[config.mk]
export PLATFORM = sky130hd
export DESIGN_NAME = fieldsweep_seq
export DESIGN_NICKNAME = d
export VERILOG_FILES = /design/src/rtl/fsq_pkg.sv /design/src/rtl/fsq_edge.sv /design/src/rtl/fsq_satcnt.sv /design/src/rtl/fsq_ctrl.sv /design/src/rtl/fsq_math.sv /design/src/rtl/fieldsweep_seq.sv
export SDC_FILE = /design/constraint.sdc
export NUM_CORES = 2
export LEC_CHECK = 0
export ABC_AREA = 1
export BUFFER_PORTS_ARGS = -buffer_cell sky130_fd_sc_hd__buf_2
export CAP_MARGIN = 20
export CORE_AREA = 2 2 413 415
export CTS_BUF_LIST = sky130_fd_sc_hd__clkbuf_4
export CTS_CLUSTER_SIZE = 25
export DETAILED_ROUTE_END_ITERATION = 8
export DIE_AREA = 0 0 415 417
export GPL_TIMING_DRIVEN = 0
export PLACE_DENSITY_LB_ADDON = 0.3
export REMOVE_ABC_BUFFERS = 1
export SLEW_MARGIN = 15
export SYNTH_ARGS = -nofsm -noshare
export SYNTH_HDL_FRONTEND = slang
export SYNTH_SLANG_ARGS = --single-unit
[constraint.sdc]
create_clock -name clk -period 17 [get_ports clk]
set_input_delay 3.4 -clock clk [delete_from_list [all_inputs] [get_ports clk]]
set_output_delay 3.4 -clock clk [all_outputs]
set_load 0.05 [all_outputs]
[src/rtl/fsq_pkg.sv]
package fsq_pkg;

  typedef enum logic [2:0] {
    PH_IDLE  = 3'd0,
    PH_BASE1 = 3'd1,
    PH_WIN   = 3'd2,
    PH_BASE2 = 3'd3,
    PH_CALC  = 3'd4
  } phase_e;

  // Counting slots: first baseline, window, second baseline.
  localparam int N_SLOTS = 3;

  function automatic phase_e slot_phase(input int slot);
    case (slot)
      0:       return PH_BASE1;
      1:       return PH_WIN;
      default: return PH_BASE2;
    endcase
  endfunction

endpackage

[src/rtl/fsq_edge.sv]
module fsq_edge (
  input  logic clk,
  input  logic rst_n,
  input  logic pulse_i,
  output logic rise_o
);

  logic level_q;

  always_ff @(posedge clk or negedge rst_n) begin
    if (!rst_n) level_q <= 1'b0;
    else        level_q <= pulse_i;
  end

  // One count per low-to-high transition of the pulse level.
  assign rise_o = pulse_i & ~level_q;

endmodule

[src/rtl/fsq_satcnt.sv]
module fsq_satcnt #(
  parameter int W = 16
) (
  input  logic         clk,
  input  logic         rst_n,
  input  logic         clr_i,
  input  logic         inc_i,
  output logic [W-1:0] q_o
);

  localparam logic [W-1:0] TOP = '1;

  logic at_top;
  assign at_top = (q_o == TOP);

  always_ff @(posedge clk or negedge rst_n) begin
    if (!rst_n)                 q_o <= '0;
    else if (clr_i)             q_o <= '0;
    else if (inc_i && !at_top)  q_o <= q_o + 1'b1;
  end

  AST_NO_WRAP: assert property (@(posedge clk) disable iff (!rst_n)
    (!clr_i && at_top) |=> (q_o == TOP))
    else $error("counter wrapped past all-ones");

  AST_IDLE_HOLD: assert property (@(posedge clk) disable iff (!rst_n)
    (!clr_i && !inc_i) |=> $stable(q_o))
    else $error("counter moved without increment");

endmodule

[src/rtl/fsq_ctrl.sv]
module fsq_ctrl
  import fsq_pkg::*;
#(
  parameter int LOG_W = 4,
  parameter int BT_W  = 16
) (
  input  logic             clk,
  input  logic             rst_n,
  input  logic             start_i,
  input  logic             stop_i,
  input  logic             tick_i,
  input  logic [LOG_W-1:0] log2_i,
  output phase_e           phase_o,
  output logic             clear_o,
  output logic             calc_o,
  output logic [LOG_W-1:0] k_o
);

  phase_e           state_q;
  logic [LOG_W-1:0] k_q;
  logic [BT_W-1:0]  bt_q;

  function automatic logic [BT_W-1:0] span_last(input logic [LOG_W-1:0] k);
    logic [BT_W-1:0] one;
    one = BT_W'(1);
    return (one << k) - one;
  endfunction

  // Named internal events.
  logic in_base, start_evt, base_end_evt, win_end_evt;
  assign in_base      = (state_q == PH_BASE1) || (state_q == PH_BASE2);
  assign start_evt    = (state_q == PH_IDLE) && start_i;
  assign base_end_evt = in_base && tick_i && (bt_q == span_last(k_q));
  assign win_end_evt  = (state_q == PH_WIN) && stop_i;

  always_ff @(posedge clk or negedge rst_n) begin
    if (!rst_n) begin
      state_q <= PH_IDLE;
      k_q     <= '0;
      bt_q    <= '0;
    end else begin
      case (state_q)
        PH_IDLE: begin
          if (start_evt) begin
            state_q <= PH_BASE1;
            k_q     <= log2_i;
            bt_q    <= '0;
          end
        end
        PH_BASE1, PH_BASE2: begin
          if (base_end_evt) begin
            state_q <= (state_q == PH_BASE1) ? PH_WIN : PH_CALC;
            bt_q    <= '0;
          end else if (tick_i) begin
            bt_q <= bt_q + 1'b1;
          end
        end
        PH_WIN: begin
          if (win_end_evt) state_q <= PH_BASE2;
        end
        PH_CALC: state_q <= PH_IDLE;
        default: state_q <= PH_IDLE;
      endcase
    end
  end

  assign phase_o = state_q;
  assign clear_o = start_evt;
  assign calc_o  = (state_q == PH_CALC);
  assign k_o     = k_q;

  AST_WIN_EXIT: assert property (@(posedge clk) disable iff (!rst_n)
    (state_q == PH_WIN) |=> (state_q == PH_WIN || state_q == PH_BASE2))
    else $error("window left to an illegal phase");

  AST_WIN_WAITS_STOP: assert property (@(posedge clk) disable iff (!rst_n)
    (state_q == PH_WIN && !stop_i) |=> (state_q == PH_WIN))
    else $error("window closed without stop");

  AST_K_HELD: assert property (@(posedge clk) disable iff (!rst_n)
    (state_q != PH_IDLE) |=> $stable(k_q))
    else $error("span exponent changed mid-run");

  AST_BASE_BOUND: assert property (@(posedge clk) disable iff (!rst_n)
    in_base |-> (bt_q <= span_last(k_q)))
    else $error("baseline tick count overran its span");

  AST_CALC_ONCE: assert property (@(posedge clk) disable iff (!rst_n)
    (state_q == PH_CALC) |=> (state_q == PH_IDLE))
    else $error("compute phase lasted more than one cycle");

endmodule

[src/rtl/fsq_math.sv]
module fsq_math #(
  parameter int CNT_W   = 16,
  parameter int TICK_W  = 16,
  parameter int LOG_W   = 4,
  parameter int SCALE_W = 16,
  parameter int EX_W    = 51,
  parameter int FW      = 68
) (
  input  logic                     clk,
  input  logic                     rst_n,
  input  logic                     clr_i,
  input  logic                     calc_i,
  input  logic [LOG_W-1:0]         k_i,
  input  logic [SCALE_W-1:0]       gain_i,
  input  logic [CNT_W-1:0]         n_base1_i,
  input  logic [CNT_W-1:0]         n_win_i,
  input  logic [CNT_W-1:0]         n_base2_i,
  input  logic [TICK_W-1:0]        w_ticks_i,
  output logic signed [EX_W-1:0]   excess_o,
  output logic signed [FW-1:0]     field_o,
  output logic signed [FW-1:0]     half_o,
  output logic                     done_o
);

  localparam int PW = EX_W - 1;

  // Mean baseline rate times window length, rounded half up, by shift only.
  function automatic logic [PW-1:0] predict(
      input logic [CNT_W-1:0]  a,
      input logic [CNT_W-1:0]  b,
      input logic [TICK_W-1:0] w,
      input logic [LOG_W-1:0]  k);
    logic [PW-1:0] acc;
    acc = (PW'(a) + PW'(b)) * PW'(w);
    acc = acc + (PW'(1) << k);
    return (acc >> k) >> 1;
  endfunction

  function automatic logic signed [EX_W-1:0] excess(
      input logic [CNT_W-1:0] got,
      input logic [PW-1:0]    pred);
    return $signed({1'b0, PW'(got)}) - $signed({1'b0, pred});
  endfunction

  function automatic logic signed [FW-1:0] scaled(
      input logic signed [EX_W-1:0] e,
      input logic [SCALE_W-1:0]     g);
    logic signed [FW-1:0] ee, gg;
    ee = FW'(e);
    gg = FW'($signed({1'b0, g}));
    return ee * gg;
  endfunction

  function automatic logic signed [FW-1:0] halve(input logic signed [FW-1:0] f);
    return f >>> 1;
  endfunction

  logic [SCALE_W-1:0]     gain_q;
  logic [PW-1:0]          pred_w;
  logic signed [EX_W-1:0] ex_w;
  logic signed [FW-1:0]   fld_w, hlf_w;

  assign pred_w = predict(n_base1_i, n_base2_i, w_ticks_i, k_i);
  assign ex_w   = excess(n_win_i, pred_w);
  assign fld_w  = scaled(ex_w, gain_q);
  assign hlf_w  = halve(fld_w);

  always_ff @(posedge clk or negedge rst_n) begin
    if (!rst_n) begin
      gain_q   <= '0;
      excess_o <= '0;
      field_o  <= '0;
      half_o   <= '0;
      done_o   <= 1'b0;
    end else begin
      done_o <= 1'b0;
      if (clr_i) gain_q <= gain_i;
      if (calc_i) begin
        excess_o <= ex_w;
        field_o  <= fld_w;
        half_o   <= hlf_w;
        done_o   <= 1'b1;
      end
    end
  end

  AST_DONE_SINGLE: assert property (@(posedge clk) disable iff (!rst_n)
    done_o |=> !done_o)
    else $error("done held longer than one cycle");

  AST_DONE_AFTER_CALC: assert property (@(posedge clk) disable iff (!rst_n)
    calc_i |=> done_o)
    else $error("compute phase did not raise done");

  AST_HOLD_OUT: assert property (@(posedge clk) disable iff (!rst_n)
    !done_o |-> ($stable(excess_o) && $stable(field_o) && $stable(half_o)))
    else $error("results moved without done");

  AST_HALF_SIGN: assert property (@(posedge clk) disable iff (!rst_n)
    done_o |-> ((half_o < 0) == (field_o < 0)))
    else $error("half result sign differs from field");

endmodule

[src/rtl/fieldsweep_seq.sv]
module fieldsweep_seq
  import fsq_pkg::*;
#(
  parameter int CNT_W   = 16,
  parameter int TICK_W  = 16,
  parameter int LOG_W   = 4,
  parameter int SCALE_W = 16,
  localparam int BT_W   = 2 ** LOG_W,
  localparam int PW     = CNT_W + TICK_W + BT_W + 2,
  localparam int EX_W   = PW + 1,
  localparam int FW     = EX_W + SCALE_W + 1
) (
  input  logic                   clk,
  input  logic                   rst_n,
  input  logic                   run_start_i,
  input  logic                   win_stop_i,
  input  logic                   tick_i,
  input  logic                   pulse_i,
  input  logic [LOG_W-1:0]       base_log2_i,
  input  logic [SCALE_W-1:0]     gain_i,
  output logic signed [EX_W-1:0] excess_o,
  output logic signed [FW-1:0]   field_o,
  output logic signed [FW-1:0]   half_o,
  output logic                   done_o
);

  logic             rise_w;
  phase_e           phase_w;
  logic             clear_w, calc_w;
  logic [LOG_W-1:0] k_w;
  logic [N_SLOTS-1:0] slot_inc;
  logic [CNT_W-1:0]   slot_cnt [N_SLOTS];
  logic             win_tick_inc;
  logic [TICK_W-1:0] win_ticks;

  fsq_edge u_edge (
    .clk     (clk),
    .rst_n   (rst_n),
    .pulse_i (pulse_i),
    .rise_o  (rise_w)
  );

  fsq_ctrl #(.LOG_W(LOG_W), .BT_W(BT_W)) u_ctrl (
    .clk     (clk),
    .rst_n   (rst_n),
    .start_i (run_start_i),
    .stop_i  (win_stop_i),
    .tick_i  (tick_i),
    .log2_i  (base_log2_i),
    .phase_o (phase_w),
    .clear_o (clear_w),
    .calc_o  (calc_w),
    .k_o     (k_w)
  );

  for (genvar s = 0; s < N_SLOTS; s++) begin : g_slot
    assign slot_inc[s] = rise_w && (phase_w == slot_phase(s));
    fsq_satcnt #(.W(CNT_W)) u_cnt (
      .clk   (clk),
      .rst_n (rst_n),
      .clr_i (clear_w),
      .inc_i (slot_inc[s]),
      .q_o   (slot_cnt[s])
    );
  end

  assign win_tick_inc = tick_i && (phase_w == PH_WIN);

  fsq_satcnt #(.W(TICK_W)) u_wticks (
    .clk   (clk),
    .rst_n (rst_n),
    .clr_i (clear_w),
    .inc_i (win_tick_inc),
    .q_o   (win_ticks)
  );

  fsq_math #(
    .CNT_W(CNT_W), .TICK_W(TICK_W), .LOG_W(LOG_W),
    .SCALE_W(SCALE_W), .EX_W(EX_W), .FW(FW)
  ) u_math (
    .clk       (clk),
    .rst_n     (rst_n),
    .clr_i     (clear_w),
    .calc_i    (calc_w),
    .k_i       (k_w),
    .gain_i    (gain_i),
    .n_base1_i (slot_cnt[0]),
    .n_win_i   (slot_cnt[1]),
    .n_base2_i (slot_cnt[2]),
    .w_ticks_i (win_ticks),
    .excess_o  (excess_o),
    .field_o   (field_o),
    .half_o    (half_o),
    .done_o    (done_o)
  );

  AST_ONE_SLOT: assert property (@(posedge clk) disable iff (!rst_n)
    $onehot0(slot_inc))
    else $error("pulse credited to more than one phase");

  AST_CLEAR_IDLE: assert property (@(posedge clk) disable iff (!rst_n)
    clear_w |-> (phase_w == PH_IDLE))
    else $error("counters cleared outside idle");

endmodule

# --- After elaboration in Yosys (flattened, before gate mapping) ---
# Index checks and enable logic that the tools add are counted.
totals:
  ff_bits: 290
  in_bits: 26
  out_inout_bits: 188
  elab_cells: 87
op_classes:
  n_addsub: 9
  n_mul: 2
  n_eq_ne: 13
  shifts: 3
  muxes: 18
  n_bitwise: 2
  n_reduce_logical: 27
op_table:
  columns: ["op", "count"]
  rows:
  - ["$mux 16", 11]
  - ["$add 16x1->16 const B", 5]
  - ["$mul 50x17->67", 1]
  - ["$eq 16x16->1 const B", 4]
  - ["$add 50x50->50", 1]
  - ["$mul 50x16->50", 1]
  - ["$shl 1x4->50 const A", 1]
  - ["$shr 50x4->50", 1]
  - ["$sub 16x49->50", 1]
  - ["$pmux 16 s2", 1]
  - ["$add 16x16->17", 1]
  - ["$eq 16x16->1", 1]
  - ["$shl 1x4->16 const A", 1]
  - ["$sub 16x1->16 const B", 1]
  - ["$logic_and 1x1->1", 12]
  - ["$mux 3", 4]
  - ["$reduce_bool 2->1", 5]
  - ["$pmux 3 s3", 1]
  - ["$eq 3x2->1 const B", 2]
  - ["$reduce_and 3->1", 2]
  - ["$logic_not 1->1", 4]
  - ["$ne 2x1->1 const B", 2]
  - ["$eq 3x1->1 const B", 1]
  - ["$eq 3x3->1 const B", 1]
  - ["9 further kinds", 9]

# --- Depth between registers and ports, before layout ---
depth:
  depth_word: 6
  ltp_mapped: 92

# --- Hierarchy ---
# From an unflattened synthesis, not the netlist that was laid out.
hier_totals:
  cells_unflattened: 6988
  hier_area_um2: 52270.1
modules_own_cells:
  columns: ["mod", "n_inst", "cells_each", "area_each_um2"]
  rows:
  - ["fsq_math", 1, 6124, 46420.8]
  - ["fsq_satcnt", 4, 147, 1026.0]
  - ["fsq_ctrl", 1, 262, 1666.6]
  - ["fieldsweep_seq", 1, 11, 43.8]
  - ["fsq_edge", 1, 3, 35.0]

# --- Worst setup path after synthesis ---
# Ideal clock, no wire load.
synth_path:
  path_type: "reg-to-reg"
  from: "reg g_slot[0].u_cnt.q_o[0]"
  to: "reg u_math.half_o[48]"
  setup_time_ns: 0.118
  arrival_time_ns: 15.066
  setup_slack_ns: 1.816
  path_stages_with_launch: 87
  path_buffers: 1
  cell_sequence: "dfrtp_1 -> ha_1 -> inv_1 -> fa_1 -> nand3b_1 -> nand2_1 -> a21oi_1 -> o21bai_1 -> nand2_1 -> nand2_1 -> a21oi_1 -> o21ai_0 -> a21oi_1 -> o21bai_1 -> xor2_1 -> inv_1 -> nand2_1 -> fa_1 -> (+51 left out) -> fa_1 -> inv_1 -> fa_1 -> ha_1 -> a21oi_1 -> inv_1 -> a31oi_1 -> a21boi_0 -> inv_1 -> nand2_1 -> nand2_1 -> a21oi_1 -> o21ai_0 -> a21oi_1 -> o21ai_0 -> or2_2 -> nand3_1 -> nand2_1"
synth_between:
  elab_chain_cells: 6
synth_rtl:
  columns: ["element", "line_no", "source"]
  rows:
  - ["start: declaration", "fsq_satcnt.sv:8", "output logic [W-1:0] q_o"]
  - ["start signal: assignment", "fsq_satcnt.sv:19", "else if (inc_i && !at_top) q_o <= q_o + 1'b1;"]
  - ["$add 16x16->17", "fsq_math.sv:34", "acc = (PW'(a) + PW'(b)) * PW'(w);"]
  - ["$mul 50x16->50", "fsq_math.sv:34", null]
  - ["$add 50x50->50", "fsq_math.sv:35", "acc = acc + (PW'(1) << k);"]
  - ["$shr 50x4->50", "fsq_math.sv:36", "return (acc >> k) >> 1;"]
  - ["$sub 16x49->50", "fsq_math.sv:42", "return $signed({1'b0, PW'(got)}) - $signed({1'b0, pred});"]
  - ["$mul 50x17->67", "fsq_math.sv:51", "return ee * gg;"]
  - ["end signal: assignment", "fsq_math.sv:81", "half_o <= hlf_w;"]
  - ["end: declaration", "fsq_math.sv:21", "output logic signed [FW-1:0] half_o,"]
# No other way between the ends.
# A chain may end at the register's enable or synchronous reset.

# --- Worst setup path in the final report ---
layout_path:
  from: "reg g_slot[0].u_cnt.q_o[0]"
  to: "reg u_math.half_o[63]"
# The elaborated chain is that of the path after synthesis.

==> impl_metrics.json <==
{
  "crit_required_ns": 17.91,
  "hp-class": "reg2reg",
  "die_w_um": 415,
  "drt-initial-drc-count": 2901,
  "ys_types": 58,
  "yosys-top-cells-area": "fa_1, inv_1, dfrtp_1, nand2_1, ha_1",
  "period_minus_slack_ns": 16.10,
  "grt_use_total": 0.192,
  "finalClockSkew_ns": 0.120,
  "synth_top_area_share": 0.385,
  "rsz0062_at_grt": "true",
  "yosysMostFrequentCell": "inv_1",
  "die_h_um": 417,
  "yosys_warnings": 0,
  "cp_max_fo": 7,
  "fillers": 18000,
  "numCtsBuffers": 72,
  "tns_ns": 0,
  "synth_edf_count": 0,
  "cts_tree": "yes",
  "area_growth_pct": 12.7,
  "root_buffer": "clkbuf_4",
  "drc": 0,
  "synth_commonest_cells": "inv_1, nand2_1, fa_1, nor2_1, ha_1",
  "report.final.hold_viol_count": 0,
  "clkSinkCount": 222,
  "startpoint_type": "register",
  "outcome": "finished, final reports clean",
  "drt-vias-per-instance": 4.71,
  "min_from": "u_math.excess_o[0]$_DFFE_PN0P_",
  "setup.worst_path.start": "g_slot[0].u_cnt.q_o[0]$_DFFE_PN0P_",
  "nNetsFinal": 8019,
  "end_kind": "register",
  "dp_hpwl_mm": 132,
  "drt-total-wl_mm": 164,
  "wl_per_cell_um": 18.3,
  "worst_ep_arrival_time_ns": 17.00,
  "clk_latency_ns": 0.97,
  "yosysSeqAreaShare": 0.110,
  "htreeDepth": 3,
  "clk_path_buf_depth": 3,
  "r2r-start": "g_slot[0].u_cnt.q_o[0]$_DFFE_PN0P_",
  "syn-cell-area_um2": 50300,
  "multi_input_area_um2": 38500,
  "async_flop_share": 1.00,
  "gp_congestion": 0.906,
  "antenna_found_initial": 5,
  "clk_pin_slew_worst_paths_ns": 0.06,
  "pre_cts_slack_ns": -1.83,
  "slowest_delay_ns": 0.59,
  "timing.final.ws_setup_ns": 0.903,
  "setup_violations": 0,
  "fp-row-count": 151,
  "grt_pass1_vias": 44300,
  "portBuffers": 213,
  "grt_pass1_wl_mm": 257,
  "max_freq_mhz": 62.1,
  "timing.hold.ws_ns": 0.469,
  "synth_flop_cell": "dfrtp_1",
  "crit_top_cell": "nand2_1",
  "syn-mean-instance-area_um2": 7.71,
  "register_area_um2": 5570,
  "io_pins": 214,
  "syn_inst": 6526,
  "overflow": 0,
  "slew_headroom": 0.244,
  "drv_slew": 0,
  "maxCapViolations": 0,
  "start_util": 0.299,
  "worst_slew_pin_slew_ns": 1.13,
  "dr.pass1.iters": 6,
  "yosysTopAreaCell": "fa_1",
  "worst-setup-path-type": "reg2reg",
  "critPathSlowestCell": "fa_1",
  "fin_crit_sh": 0.947,
  "drtAntennaViolNets": 0,
  "via_count": 42400,
  "core_area_um2": 169000,
  "synth-seq-cells": 222,
  "die_area_um2": 173000,
  "grt_max_degree": 94,
  "drive_gt1_frac": 0.126
}
-- state kept, by name, summed over array words and instances (netlist names) --
signal / flops
u_math.half_o: 66
u_math.excess_o: 50
g_slot.u_cnt.q_o: 48
u_ctrl.bt_q: 16
u_math.gain_q: 16
u_wticks.q_o: 16
u_ctrl.k_o: 4
u_ctrl.phase_o: 3
u_edge.level_q: 1
u_math.done_o: 1
u_math.field_o: 1
-- critical path: cells and delay by family (launching register included) --
| family | cells | cell delay [ns] |
|---|---|---|
| DFF | 1 | 0.41 |
| AOI/OAI and AO/OA | 18 | 2.95 |
| xor gates and xnor gates | 3 | 0.57 |
| adders and majority gates | 17 | 7.72 |
| buffers and inverters | 14 | 1.36 |
| and+or+nand+nor | 30 | 3.10 |
-- layout make-up --
cell class,instances,area share
sequential,222,0.0983
clock buffer,98,0.0130
multi-input combinational,4414,0.678
timing repair inverter,1,0.0000882
timing repair buffer,387,0.0504
clock inverter,21,0.00203
inverter,1621,0.109
antenna,5,0.000221
tap,2218,0.0489
-- routing by layer --
metal  global-route usage  part of all wire  vias to the layer above
met5                    0           0.00013                        -
met3               0.0287             0.063                      285
met2                0.319              0.47                     1257
met4               0.0748             0.040                        4
met1                0.252              0.42                    21200
li1                     -                 -                    19700
-- cells by family after synthesis --
| kind of cell | synth area share |
|---|---|
| adders and majority gates | 0.461 |
| DFF | 0.110 |
| buffers and inverters | 0.148 |
| muxes | 0.000597 |
| AOI/OAI and AO/OA | 0.0572 |
| xor gates and xnor gates | 0.0160 |
| and+or+nand+nor | 0.207 |
-- path summary, 6_finish.rpt --
kind / end / slack [ns] / cells after the start
max: u_math.half_o[63]$_DFFE_PN0P_ / 0.90 / 82
min in group asynchronous: u_edge.level_q$_DFF_PN0_ / 2.44 / 1
min reg2reg: u_math.excess_o[0]$_DFFE_PN0P_ / 0.47 / 2
max in group asynchronous: u_math.excess_o[34]$_DFFE_PN0P_ / 13.14 / 3
max reg2reg: u_math.half_o[63]$_DFFE_PN0P_ / 0.90 / 82
min: u_math.excess_o[0]$_DFFE_PN0P_ / 0.47 / 2
-- what timing repair did --
action | 4_1_cts | 5_1_grt
cloned | 4 | 3
gates resized for setup | 62 | 239
hold buffers | 0 | 0
pin swaps | 8 | 60
setup buffers | 49 | 81
endpoints found under the setup margin | 51 | 50
-- per-stage QoR --
step           std cells   util  area, um^2
3_5_place_dp        8724  0.317       53500
4_1_cts             8896  0.327       55100
3_3_place_gp        8684  0.313       52800
6_report            8987  0.337       56700
2_1_floorplan       6253      -       49000
5_1_grt             8987  0.337       56700
-- cells in the final DEF (no fill, tap or decap), types with 18 or more instances in the layout --
cell type / netlist / final
inv_1: 1576 / 1550
a21oi_2: 0 / 26
dfrtp_1: 222 / 210
o21ai_0: 217 / 191
clkinv_1: 21 / 29
nor2_2: 14 / 26
xor2_1: 55 / 48
nor2_4: 11 / 26
buf_2: 21 / 214
ha_1: 306 / 279
xnor2_1: 37 / 34
a31oi_1: 32 / 27
nor3_1: 58 / 56
clkbuf_4: 0 / 99
nor2_1: 607 / 583
a21oi_1: 188 / 158
nand4_1: 27 / 27
or2_2: 43 / 43
clkinvlp_4: 0 / 23
nand2_1: 1430 / 1388
nand2_2: 17 / 40
fa_1: 968 / 958
nand3_1: 280 / 272
o21ai_1: 5 / 18
inv_2: 24 / 28
buf_4: 74 / 132
buf_12: 1 / 22
Power is left out: the tool's default activity adds up to more than one toggle a clock period on the data nets, which glitch-free logic cannot reach.
